## config.mk

```make
export PLATFORM = sky130hd
export DESIGN_NAME = uart_frac
export DESIGN_NICKNAME = d
export VERILOG_FILES = /design/src/rtl/ufr_pkg.sv /design/src/rtl/ufr_rate_gen.sv /design/src/rtl/ufr_bit_phase.sv /design/src/rtl/ufr_tx.sv /design/src/rtl/ufr_rx.sv /design/src/rtl/uart_frac.sv
export SDC_FILE = /design/constraint.sdc
export NUM_CORES = 1
export LEC_CHECK = 0
export BUFFER_PORTS_ARGS = -buffer_cell sky130_fd_sc_hd__buf_2
export CAP_MARGIN = 10
export CORE_MARGIN = 4
export CORE_UTILIZATION = 45
export DETAILED_ROUTE_END_ITERATION = 7
export PLACE_DENSITY = 0.65
export SLEW_MARGIN = 40
export SYNTH_ARGS = -nofsm -noshare
export SYNTH_HDL_FRONTEND = slang
export SYNTH_HIERARCHICAL = 1
export SYNTH_SLANG_ARGS = --single-unit
```

## constraint.sdc

```tcl
create_clock -name clk -period 4.9 [get_ports clk]
set_clock_uncertainty 0.05 [all_clocks]
set_input_delay 1.47 -clock clk [delete_from_list [all_inputs] [get_ports clk]]
set_output_delay 1.47 -clock clk [all_outputs]
set_load 0.005 [all_outputs]
```

## src/rtl/ufr_pkg.sv

```systemverilog
// Package ufr_pkg
// Shared constants and types for the fractional-rate serial port.
// Assumes: the 2^19 rate accumulator is split into a 15-bit shared fraction
// (oversample carries) and a 4-bit per-engine phase (sixteenths of a bit).
package ufr_pkg;

    localparam int RATE_W_DEF    = 16;
    localparam int DATA_W_DEF    = 8;
    localparam int PH_W          = 4;   // log2 of the oversampling factor
    localparam int DEF_RATE_WORD = 77;  // about 600 baud at 4.096 MHz

    typedef logic [1:0] tick_cnt_t;     // oversample carries per clock (0..2)

    typedef enum logic [2:0] {
        RX_IDLE,
        RX_START,
        RX_DATA,
        RX_STOP,
        RX_WAIT_HIGH
    } rx_state_t;

endpackage

```

## src/rtl/ufr_rate_gen.sv

```systemverilog
// Module ufr_rate_gen
// Holds the rate word and the shared fractional accumulator. Every clock the
// word is added to the fraction, and the carries out of the fraction are
// reported as the number of 16x oversample ticks for this clock.
// Assumes: the fraction is RATE_W-1 bits wide, so at most two carries occur
// per clock.
module ufr_rate_gen #(
    parameter int                RATE_W   = ufr_pkg::RATE_W_DEF,
    parameter logic [RATE_W-1:0] DEF_RATE = RATE_W'(ufr_pkg::DEF_RATE_WORD)
) (
    input  logic                 clk,
    input  logic                 rst_n,
    input  logic                 rate_we,
    input  logic [RATE_W-1:0]    rate_wdata,
    output ufr_pkg::tick_cnt_t   tick_n
);
    localparam int FRAC_W = RATE_W - 1;
    localparam int SUM_W  = RATE_W + 1;

    logic [RATE_W-1:0] rate_q;
    logic [FRAC_W-1:0] frac_q;
    logic [SUM_W-1:0]  sum;

    assign sum    = {2'b00, frac_q} + {1'b0, rate_q};
    assign tick_n = sum[SUM_W-1:FRAC_W];

    // Rate word register: default on reset, loaded by the write port.
    always_ff @(posedge clk) begin
        if (!rst_n)       rate_q <= DEF_RATE;
        else if (rate_we) rate_q <= rate_wdata;
    end

    // Free-running fraction: only its increment changes on a rate write.
    always_ff @(posedge clk) begin
        if (!rst_n) frac_q <= '0;
        else        frac_q <= sum[FRAC_W-1:0];
    end

    // a written word is in use from the next clock
    a_r8_rate_load: assert property (@(posedge clk) disable iff (!rst_n)
        rate_we |=> rate_q == $past(rate_wdata));

    // leaving reset always starts from the default word
    a_r1_default_rate: assert property (@(posedge clk) disable iff (!rst_n)
        $past(!rst_n) |-> rate_q == DEF_RATE);

endmodule

```

## src/rtl/ufr_bit_phase.sv

```systemverilog
// Module ufr_bit_phase
// Counts oversample ticks in sixteenths of a bit for one engine. The count
// restarts at zero when a frame begins. The parameter picks which event is
// flagged: the end of a bit (transmitter) or the bit centre (receiver).
// Assumes: tick_n is at most 2, so no event can be skipped.
module ufr_bit_phase #(
    parameter int PH_W   = ufr_pkg::PH_W,
    parameter bit AT_MID = 1'b0
) (
    input  logic               clk,
    input  logic               rst_n,
    input  logic               run,
    input  logic               restart,
    input  ufr_pkg::tick_cnt_t tick_n,
    output logic               mark
);
    logic [PH_W-1:0] ph_q;
    logic [PH_W:0]   nxt;

    assign nxt = {1'b0, ph_q} + {{(PH_W-1){1'b0}}, tick_n};

    generate
        if (AT_MID) begin : g_mid
            assign mark = run && !ph_q[PH_W-1] && (nxt[PH_W-1] || nxt[PH_W]);
        end else begin : g_end
            assign mark = run && nxt[PH_W];
        end
    endgenerate

    // Phase within the current bit, restarted at frame start.
    always_ff @(posedge clk) begin
        if (!rst_n || restart) ph_q <= '0;
        else if (run)          ph_q <= nxt[PH_W-1:0];
    end

endmodule

```

## src/rtl/ufr_tx.sv

```systemverilog
// Module ufr_tx
// 8N1 transmitter. Accepts one byte through valid/ready, then drives the start
// bit, the data bits (LSB first) and the stop bit, each lasting 16 ticks.
// Assumes: tick_n comes from ufr_rate_gen.
module ufr_tx #(
    parameter int DATA_W = ufr_pkg::DATA_W_DEF
) (
    input  logic               clk,
    input  logic               rst_n,
    input  ufr_pkg::tick_cnt_t tick_n,
    input  logic [DATA_W-1:0]  tx_data,
    input  logic               tx_valid,
    output logic               tx_ready,
    output logic               txd
);
    localparam int FRAME_BITS = DATA_W + 2;
    localparam int CNT_W      = $clog2(FRAME_BITS);

    logic              busy_q;
    logic              txd_q;
    logic [DATA_W:0]   sh_q;
    logic [CNT_W-1:0]  cnt_q;
    logic              accept;
    logic              bit_end;

    assign tx_ready = !busy_q;
    assign txd      = txd_q;
    assign accept   = tx_valid && !busy_q;

    ufr_bit_phase #(.PH_W(ufr_pkg::PH_W), .AT_MID(1'b0)) i_phase (
        .clk     (clk),
        .rst_n   (rst_n),
        .run     (busy_q),
        .restart (accept),
        .tick_n  (tick_n),
        .mark    (bit_end)
    );

    // Frame sequencer: load on accept, advance one bit at each bit end.
    always_ff @(posedge clk) begin
        if (!rst_n) begin
            busy_q <= 1'b0;
            txd_q  <= 1'b1;
            sh_q   <= '1;
            cnt_q  <= '0;
        end else if (accept) begin
            busy_q <= 1'b1;
            txd_q  <= 1'b0;
            sh_q   <= {1'b1, tx_data};
            cnt_q  <= '0;
        end else if (busy_q && bit_end) begin
            if (cnt_q == CNT_W'(FRAME_BITS - 1)) begin
                busy_q <= 1'b0;
                txd_q  <= 1'b1;
            end else begin
                txd_q  <= sh_q[0];
                sh_q   <= {1'b1, sh_q[DATA_W:1]};
                cnt_q  <= cnt_q + 1'b1;
            end
        end
    end

    // the line rests high while no frame is in progress
    a_r2_idle_high: assert property (@(posedge clk) disable iff (!rst_n)
        (tx_ready && $past(tx_ready)) |-> txd);

    // an accepted byte drops ready and begins the start bit
    a_r4_accept: assert property (@(posedge clk) disable iff (!rst_n)
        (tx_valid && tx_ready) |=> (!tx_ready && !txd));

endmodule

```

## src/rtl/ufr_rx.sv

```systemverilog
// Module ufr_rx
// Oversampling 8N1 receiver. It synchronises rxd and detects a falling edge,
// then confirms the start bit at its centre. It samples each data bit and the
// stop bit at their centres. After a low stop bit it waits for the line to go
// high again.
// Assumes: rxd is asynchronous; tick_n comes from ufr_rate_gen.
module ufr_rx #(
    parameter int DATA_W = ufr_pkg::DATA_W_DEF
) (
    input  logic               clk,
    input  logic               rst_n,
    input  ufr_pkg::tick_cnt_t tick_n,
    input  logic               rxd,
    output logic [DATA_W-1:0]  rx_data,
    output logic               rx_valid,
    output logic               rx_frame_err
);
    import ufr_pkg::*;

    localparam int CNT_W = $clog2(DATA_W);

    logic              s1_q, s2_q;
    rx_state_t         state_q;
    logic [DATA_W-1:0] sh_q;
    logic [CNT_W-1:0]  cnt_q;
    logic [DATA_W-1:0] data_q;
    logic              valid_q, err_q;
    logic              run, restart, mid;

    assign run     = (state_q == RX_START) || (state_q == RX_DATA) || (state_q == RX_STOP);
    assign restart = (state_q == RX_IDLE) && !s2_q;

    assign rx_data      = data_q;
    assign rx_valid     = valid_q;
    assign rx_frame_err = err_q;

    ufr_bit_phase #(.PH_W(PH_W), .AT_MID(1'b1)) i_phase (
        .clk     (clk),
        .rst_n   (rst_n),
        .run     (run),
        .restart (restart),
        .tick_n  (tick_n),
        .mark    (mid)
    );

    // Two-flop synchroniser for the asynchronous input.
    always_ff @(posedge clk) begin
        if (!rst_n) begin
            s1_q <= 1'b1;
            s2_q <= 1'b1;
        end else begin
            s1_q <= rxd;
            s2_q <= s1_q;
        end
    end

    // Receive state machine: start check, data shift, stop check, recovery.
    always_ff @(posedge clk) begin
        if (!rst_n) begin
            state_q <= RX_IDLE;
            sh_q    <= '0;
            cnt_q   <= '0;
            data_q  <= '0;
            valid_q <= 1'b0;
            err_q   <= 1'b0;
        end else begin
            valid_q <= 1'b0;
            case (state_q)
                RX_IDLE: begin
                    if (!s2_q) state_q <= RX_START;
                end
                RX_START: begin
                    if (mid) begin
                        cnt_q   <= '0;
                        state_q <= s2_q ? RX_IDLE : RX_DATA;
                    end
                end
                RX_DATA: begin
                    if (mid) begin
                        sh_q  <= {s2_q, sh_q[DATA_W-1:1]};
                        cnt_q <= cnt_q + 1'b1;
                        if (cnt_q == CNT_W'(DATA_W - 1)) state_q <= RX_STOP;
                    end
                end
                RX_STOP: begin
                    if (mid) begin
                        data_q  <= sh_q;
                        valid_q <= 1'b1;
                        err_q   <= !s2_q;
                        state_q <= s2_q ? RX_IDLE : RX_WAIT_HIGH;
                    end
                end
                RX_WAIT_HIGH: begin
                    if (s2_q) state_q <= RX_IDLE;
                end
                default: state_q <= RX_IDLE;
            endcase
        end
    end

    // each byte is reported by a single-cycle pulse
    a_r5_valid_pulse: assert property (@(posedge clk) disable iff (!rst_n)
        rx_valid |=> !rx_valid);

    // a framing error always parks the receiver until the line is high
    a_r6_err_waits: assert property (@(posedge clk) disable iff (!rst_n)
        (rx_valid && rx_frame_err) |-> (state_q == RX_WAIT_HIGH));

    // a start bit that is high at its centre returns to idle
    a_r7_glitch_reject: assert property (@(posedge clk) disable iff (!rst_n)
        (state_q == RX_START && mid && s2_q) |=> (state_q == RX_IDLE && !rx_valid));

endmodule

```

## src/rtl/uart_frac.sv

```systemverilog
// Module uart_frac
// Top of the fractional-rate serial port. It connects the shared rate
// generator to the independent transmitter and receiver (full duplex).
// Assumes: one master clock; rst_n is synchronous and active low.
module uart_frac #(
    parameter int                RATE_W   = ufr_pkg::RATE_W_DEF,
    parameter int                DATA_W   = ufr_pkg::DATA_W_DEF,
    parameter logic [RATE_W-1:0] DEF_RATE = RATE_W'(ufr_pkg::DEF_RATE_WORD)
) (
    input  logic              clk,
    input  logic              rst_n,
    input  logic              rate_we,
    input  logic [RATE_W-1:0] rate_wdata,
    input  logic [DATA_W-1:0] tx_data,
    input  logic              tx_valid,
    output logic              tx_ready,
    output logic              txd,
    input  logic              rxd,
    output logic [DATA_W-1:0] rx_data,
    output logic              rx_valid,
    output logic              rx_frame_err
);
    ufr_pkg::tick_cnt_t tick_n;

    ufr_rate_gen #(.RATE_W(RATE_W), .DEF_RATE(DEF_RATE)) i_rate (
        .clk        (clk),
        .rst_n      (rst_n),
        .rate_we    (rate_we),
        .rate_wdata (rate_wdata),
        .tick_n     (tick_n)
    );

    ufr_tx #(.DATA_W(DATA_W)) i_tx (
        .clk      (clk),
        .rst_n    (rst_n),
        .tick_n   (tick_n),
        .tx_data  (tx_data),
        .tx_valid (tx_valid),
        .tx_ready (tx_ready),
        .txd      (txd)
    );

    ufr_rx #(.DATA_W(DATA_W)) i_rx (
        .clk          (clk),
        .rst_n        (rst_n),
        .tick_n       (tick_n),
        .rxd          (rxd),
        .rx_data      (rx_data),
        .rx_valid     (rx_valid),
        .rx_frame_err (rx_frame_err)
    );

endmodule

```

==> impl_metrics.tcl, run 1 <==
set metrics [dict create \
    stdcell_count 565 \
    seq_area_frac_synth_pct 39.9 \
    antenna_found_initial 0 \
    port_buffers 40 \
    synth_mux_area_share_pct 8.25 \
    finish.net_count 511 \
    power_density_nw_per_um2 336 \
    avgSynthCellArea_um2 9.27 \
    cp-startpoint "i_rate/rate_q[0]$_SDFFE_PN1P_" \
    synth_top_family_by_area "simple AND/OR/NAND/NOR gates" \
    setup_viol 0 \
    grt_max_degree 31 \
    hold_buffers 0 \
    start_kind "flop" \
    via_count 2991 \
    fillers 826 \
    final.setup.tns_ns 0 \
    clk_pin_slew_ns 0.08 \
    dpl.cell_count 550 \
    grt_pass1_wl_mm 12.8 \
    hold_viol 0 \
    detailed_place_hpwl_mm 5.15 \
    synth_edf_count 0 \
    cts_made_buffers 9 \
    core.rowCount 33 \
    dieArea_um2 10400 \
    ant_nets 0 \
    end_kind "flop" \
    firstDrtPassIters 4 \
    cts_sinks 79 \
    synth_adder_area_share_pct 8.78 \
    grt_pass1_vias 2866 \
    min_from "i_rx/s1_q$_SDFF_PN1_" \
    syn_inst 427 \
    overflow 0 \
    cts_tree "built" \
    grt_util_all_layers_pct 15.3 \
    ff2ff_path_depth 15 \
    drc 0 \
    yosys.area_share.simple_pct 21.1 \
    cts_buffer_depth 2 \
    finalPower_mw 1.44 \
    diodes 0 \
    insertion_delay_ns 0.35 \
    drv_slew 0 \
    cts_root_buf "clkbuf_8" \
    regToRegStartpoint "i_rate/rate_q[0]$_SDFFE_PN1P_" \
    cts_setup_buffers 0 \
    ys_async_sr_fraction_pct 0 \
    core_area_um2 8380 \
    synth-main-ff-cell "dfxtp_1" \
    ir_drop_uv 183 \
    initial_core_util_pct 47.2 \
    slew-limit-headroom_pct 50.4 \
    outcome "finished, final reports clean" \
    synth_fp_nets 482 \
    via_per_inst 5.29 \
    synth_area_um2 3960 \
    die_h_um 102 \
    die_w_um 102 \
    placed_area_um2 4150 \
    synth_xor_area_share_pct 2.65 \
    hold_class "reg2reg" \
    p_leak_nw 1.80 \
    cp_max_fo 8 \
    period_minus_slack_ns 4.12 \
    htreeDepth 3 \
    gp_congestion 0.789 \
    crit_type "reg2reg" \
    wl_per_cell_um 13.1 \
    worst_ep_required_time_ns 5.09 \
    hold_slack_ns 0.361 \
    synth_compound_area_share_pct 14.2 \
    ys_types 63 \
    crit_arrival_ns 4.32 \
    finalWirelength_mm 7.43 \
    drtIter0Drc 70 \
    hold_depth 1 \
    drive_gt1_share_pct 14.8 \
    worst_pin_slew_ns 0.744 \
    syn2layout_area_growth_pct 8.72 \
    finalInstanceArea_um2 4310 \
    cap_viol_max_count 0 \
    max_freq_ghz 0.242 \
    rsz0062_at_grt "false" \
    synth_seq_cells 79 \
    ios 41 \
    period_share_pct 84.2 \
    cts-resized-gates 0 \
    ys_warn_count 6 \
]
==> synth_stat cells, types with 7 or more instances <==
cell type / count / area [um^2]
o21ai_0: 11 / 55.1
a211oi_1: 9 / 67.6
nand2_1: 38 / 143
nor4_1: 8 / 50.1
mux2i_1: 30 / 300
ha_1: 23 / 288
clkbuf_1: 7 / 26.3
a21boi_1: 9 / 67.6
a21oi_1: 17 / 85.1
dfxtp_1: 79 / 1580
inv_1: 12 / 45.0
nand2b_1: 14 / 87.6
nor2b_1: 12 / 75.1
xnor2_1: 7 / 61.3
nor2_1: 38 / 143
nor3_1: 17 / 85.1
==> registers in the layout (all words and copies together) (netlist names), 3 cells and up <==
register	flops
i_rate/frac_q	15
i_rate/rate_q	16
i_rx/cnt_q	3
i_rx/i_phase/ph_q	4
i_rx/rx_data	8
i_rx/sh_q	8
i_rx/state_q	3
i_tx/cnt_q	4
i_tx/i_phase/ph_q	4
i_tx/sh_q	8
==> cells in the final DEF (no fill, tap or decap), types with 4 or more instances in the layout <==
master / n
or3_1: 4
mux2i_1: 30
nor4_1: 8
a21boi_1: 9
nor3_1: 17
a211oi_1: 9
a21o_1: 6
and2_1: 4
clkbuf_8: 9
nor2b_1: 12
inv_1: 12
a31oi_1: 4
ha_1: 23
nand2_1: 38
xnor2_1: 7
buf_2: 40
o21ai_0: 11
nand3_1: 5
nor2_1: 38
xor2_1: 5
a21oi_1: 17
nand2b_1: 14
dfxtp_1: 79
==> area by class of cell <==
| type | instances | area, um^2 | share of cell area [%] |
|---|---|---|---|
| tap | 105 | 131 | 3.05 |
| inverter | 13 | 48.8 | 1.13 |
| multi-input combinational | 312 | 2180 | 50.7 |
| timing repair buffer | 41 | 208 | 4.82 |
| sequential | 79 | 1580 | 36.7 |
| clock inverter | 4 | 23.8 | 0.552 |
| clock buffer | 11 | 131 | 3.05 |
==> final timing paths <==
check                         endpoint  slack (ns)
max reg2reg  i_rx/sh_q[6]$_SDFFE_PN0P_        0.78
max          i_rx/sh_q[6]$_SDFFE_PN0P_        0.78
min               i_rx/s2_q$_SDFF_PN1_        0.36
min reg2reg       i_rx/s2_q$_SDFF_PN1_        0.36
==> metal layers <==
| metal | vias up | GRT usage, % | share of wire, % |
|---|---|---|---|
| met5 | - | 0 | 0 |
| met4 | 0 | 4.54 | 0.93 |
| met3 | 6 | 4.51 | 5.5 |
| met2 | 58 | 24.2 | 45 |
| met1 | 1371 | 20.3 | 49 |
| li1 | 1556 | - | - |
==> logic make-up after synthesis <==
kind of cell,after synthesis
AO/OA/AOI/OAI,80
flip-flops,79
adder cells (fa/ha/maj),26
multiplexers,32
XOR/XNOR,12
buffers and inverters,36
AND/OR/NAND/NOR,162
==> through the flow <==
| stage | worst slack [ns] | utilization [%] |
|---|---|---|
| 6_report | 0.776 | 51.4 |
| 5_1_grt | 0.382 | 51.4 |
| 4_1_cts | 0.724 | 51.4 |
| 3_5_place_dp | 0.750 | 49.5 |
| 3_3_place_gp | 0.874 | 49.5 |
| 2_1_floorplan | 1.36 | - |
==> worst max-delay path, cell delays in order (launching register included) <==
cell and delay (ns):
dfxtp_1 0.31, ha_1 0.22, fa_1 0.41, a21o_1 0.21
a21o_1 0.22, a31oi_4 0.23, o21ai_2 0.12, o31ai_4 0.20
o21ai_0 0.28, ha_1 0.37, a21o_1 0.12, nand3_2 0.09
nor2_1 0.33, and4bb_1 0.53, mux2i_1 0.26, nor2b_1 0.06
==> power by group <==
group | switching (mW) | internal [mW]
Combinational | 0.178 | 0.142
Sequential | 0.0237 | 0.695
Clock | 0.227 | 0.180
Power figures use the tool's default switching activity.
==> inputs of run 2 (changes only) <==
==> constraint.sdc (replaced) <==
create_clock -name clk -period 4 [get_ports clk]
set_clock_uncertainty 0.05 [all_clocks]
set_input_delay 1.2 -clock clk [delete_from_list [all_inputs] [get_ports clk]]
set_output_delay 1.2 -clock clk [all_outputs]
set_load 0.005 [all_outputs]
==> impl_metrics.tcl, run 2 (synthesized netlist as in run 1, its figures left out) <==
set metrics [dict create \
    outcome "finished, final reports clean" \
    p_sw_mw 0.543 \
    cts_sinks 79 \
    antenna_found_initial 0 \
    ios 41 \
    die_h_um 102 \
    fillers 802 \
    worst_ep_required_time_ns 4.16 \
    syn2layout_area_growth_pct 11.2 \
    ir_drop_uv 276 \
    finalPower_mw 1.92 \
    clkPwrFrac_pct 33.6 \
    core.rowCount 33 \
    p_comb_share_pct 20.4 \
    start_kind "flop" \
    worst_pin_slew_ns 0.773 \
    firstDrtPassIters 4 \
    cap_viol_max_count 0 \
    grt_util_all_layers_pct 15.4 \
    max_freq_ghz 0.269 \
    via_count 3011 \
    hold_class "reg2reg" \
    cts_buffer_depth 2 \
    setup_viol 0 \
    end_kind "flop" \
    drive_gt1_share_pct 16.6 \
    grtUsageMet1_pct 20.2 \
    hold_viol 0 \
    grt_use_met3_pct 4.78 \
    grt_max_degree 29 \
    drtIter0Drc 66 \
    grt_pass1_vias 2945 \
    largest_register_ffs 16 \
    core_area_um2 8380 \
    detailed_place_hpwl_mm 5.21 \
    die_w_um 102 \
    cts_tree "built" \
    cp_max_fo 11 \
    grt_pass1_wl_mm 12.9 \
    internal_power_mw 1.37 \
    dieArea_um2 10400 \
    final_cell_mix "dfxtp_1, buf_2, nand2_1, nor2_1, mux2i_1" \
    wl_per_cell_um 13.2 \
    crit_type "reg2reg" \
    cts_root_buf "clkbuf_8" \
    slew-limit-headroom_pct 48.4 \
    timing.final.ws_setup_ns 0.277 \
    finish.net_count 514 \
    clk_pin_slew_ns 0.08 \
    drc 0 \
    met2_usage_pct 24.8 \
    ant_nets 0 \
    crit_arrival_ns 3.88 \
    swShare_pct 28.3 \
    period_share_pct 93.1 \
    gp_congestion 0.790 \
    finalWirelength_mm 7.53 \
    htreeDepth 3 \
    initial_core_util_pct 47.2 \
    via_per_inst 5.29 \
    cts_made_buffers 9 \
    top_regs "i_rate/rate_q (16), i_rate/frac_q (15)" \
    port_buffers 40 \
    largest-register "i_rate/rate_q" \
    period_minus_slack_ns 3.72 \
    drv_slew 0 \
    diodes 0 \
    p_leak_nw 1.84 \
    insertion_delay_ns 0.36 \
    overflow 0 \
    pwr-share-seq_pct 46.0 \
    power_density_nw_per_um2 435 \
    final_common_cell "dfxtp_1" \
    pre_cts_slack_ns 0.189 \
    grt-busiest-layer "met2" \
]
-- run 2: per-stage QoR --
step | cells | util, % | TNS, ns | hold WS [ns] | instance area, um^2
floorplan | 427 | - | 0 | 0.336 | 3960
global placement | 553 | 49.8 | 0 | 0.352 | 4170
detailed placement | 553 | 49.8 | 0 | 0.358 | 4170
CTS | 569 | 52.3 | 0 | 0.389 | 4390
global route | 569 | 52.5 | -0.000568 | 0.400 | 4400
finish | 569 | 52.5 | 0 | 0.385 | 4400
-- run 2: power groups by stage --
| stage | Combinational, mW | Clock [mW] | Sequential, mW |
|---|---|---|---|
| global placement | 0.383 | 0 | 0.897 |
| detailed placement | 0.391 | 0 | 0.899 |
| CTS | 0.392 | 0.664 | 0.882 |
| global route | 0.443 | 0.700 | 0.888 |
| finish | 0.392 | 0.644 | 0.881 |
| floorplan | 0.343 | 0 | 0.891 |
-- run 2: worst max-delay path, cell delays in order, from the launching register on --
cell and delay, ns:
dfxtp_1 0.31, ha_1 0.22, fa_1 0.41, a21o_1 0.21, a21o_1 0.22, a31oi_4 0.25, o21ai_2 0.12, o31ai_4 0.20
o21ai_0 0.16, buf_4 0.18, fa_1 0.44, nand2_1 0.08, nor2_1 0.06, and2_1 0.17, buf_4 0.17, a211oi_1 0.23
o21ai_0 0.09
-- run 2: per-layer routing --
metal / up-vias / share of wire [%] / wire length [um]
met5: - / 0 / 0
met4: 0 / 0.93 / 70
met3: 6 / 4.1 / 312
met2: 47 / 44 / 3350
met1: 1388 / 50 / 3800
li1: 1570 / - / -
-- run 2: final timing paths --
path	slack, ns	to	startpoint	depth (start not counted)
max reg2reg	0.28	i_tx/sh_q[7]$_SDFFE_PN1P_	i_rate/rate_q[0]$_SDFFE_PN1P_	16
max	0.28	i_tx/sh_q[7]$_SDFFE_PN1P_	i_rate/rate_q[0]$_SDFFE_PN1P_	16
min reg2reg	0.38	i_rx/s2_q$_SDFF_PN1_	i_rx/s1_q$_SDFF_PN1_	1
min	0.38	i_rx/s2_q$_SDFF_PN1_	i_rx/s1_q$_SDFF_PN1_	1
-- run 2: final cells by class --
class | instances | area (um^2) | area share (%)
inverters | 13 | 48.8 | 1.11
clock buffers | 10 | 128 | 2.90
flip-flops and latches | 79 | 1580 | 35.9
clock inverters | 6 | 85.1 | 1.93
multi-input cells | 312 | 2200 | 49.9
well taps | 105 | 131 | 2.98
repair buffers | 44 | 230 | 5.23
-- run 2: timing repair --
action                     in CTS  in global routing
setup buffers                   0                  0
hold buffers                    0                  0
resized for setup               0                  5
hold endpoints to repair        0                  0
setup endpoints to repair       0                 24
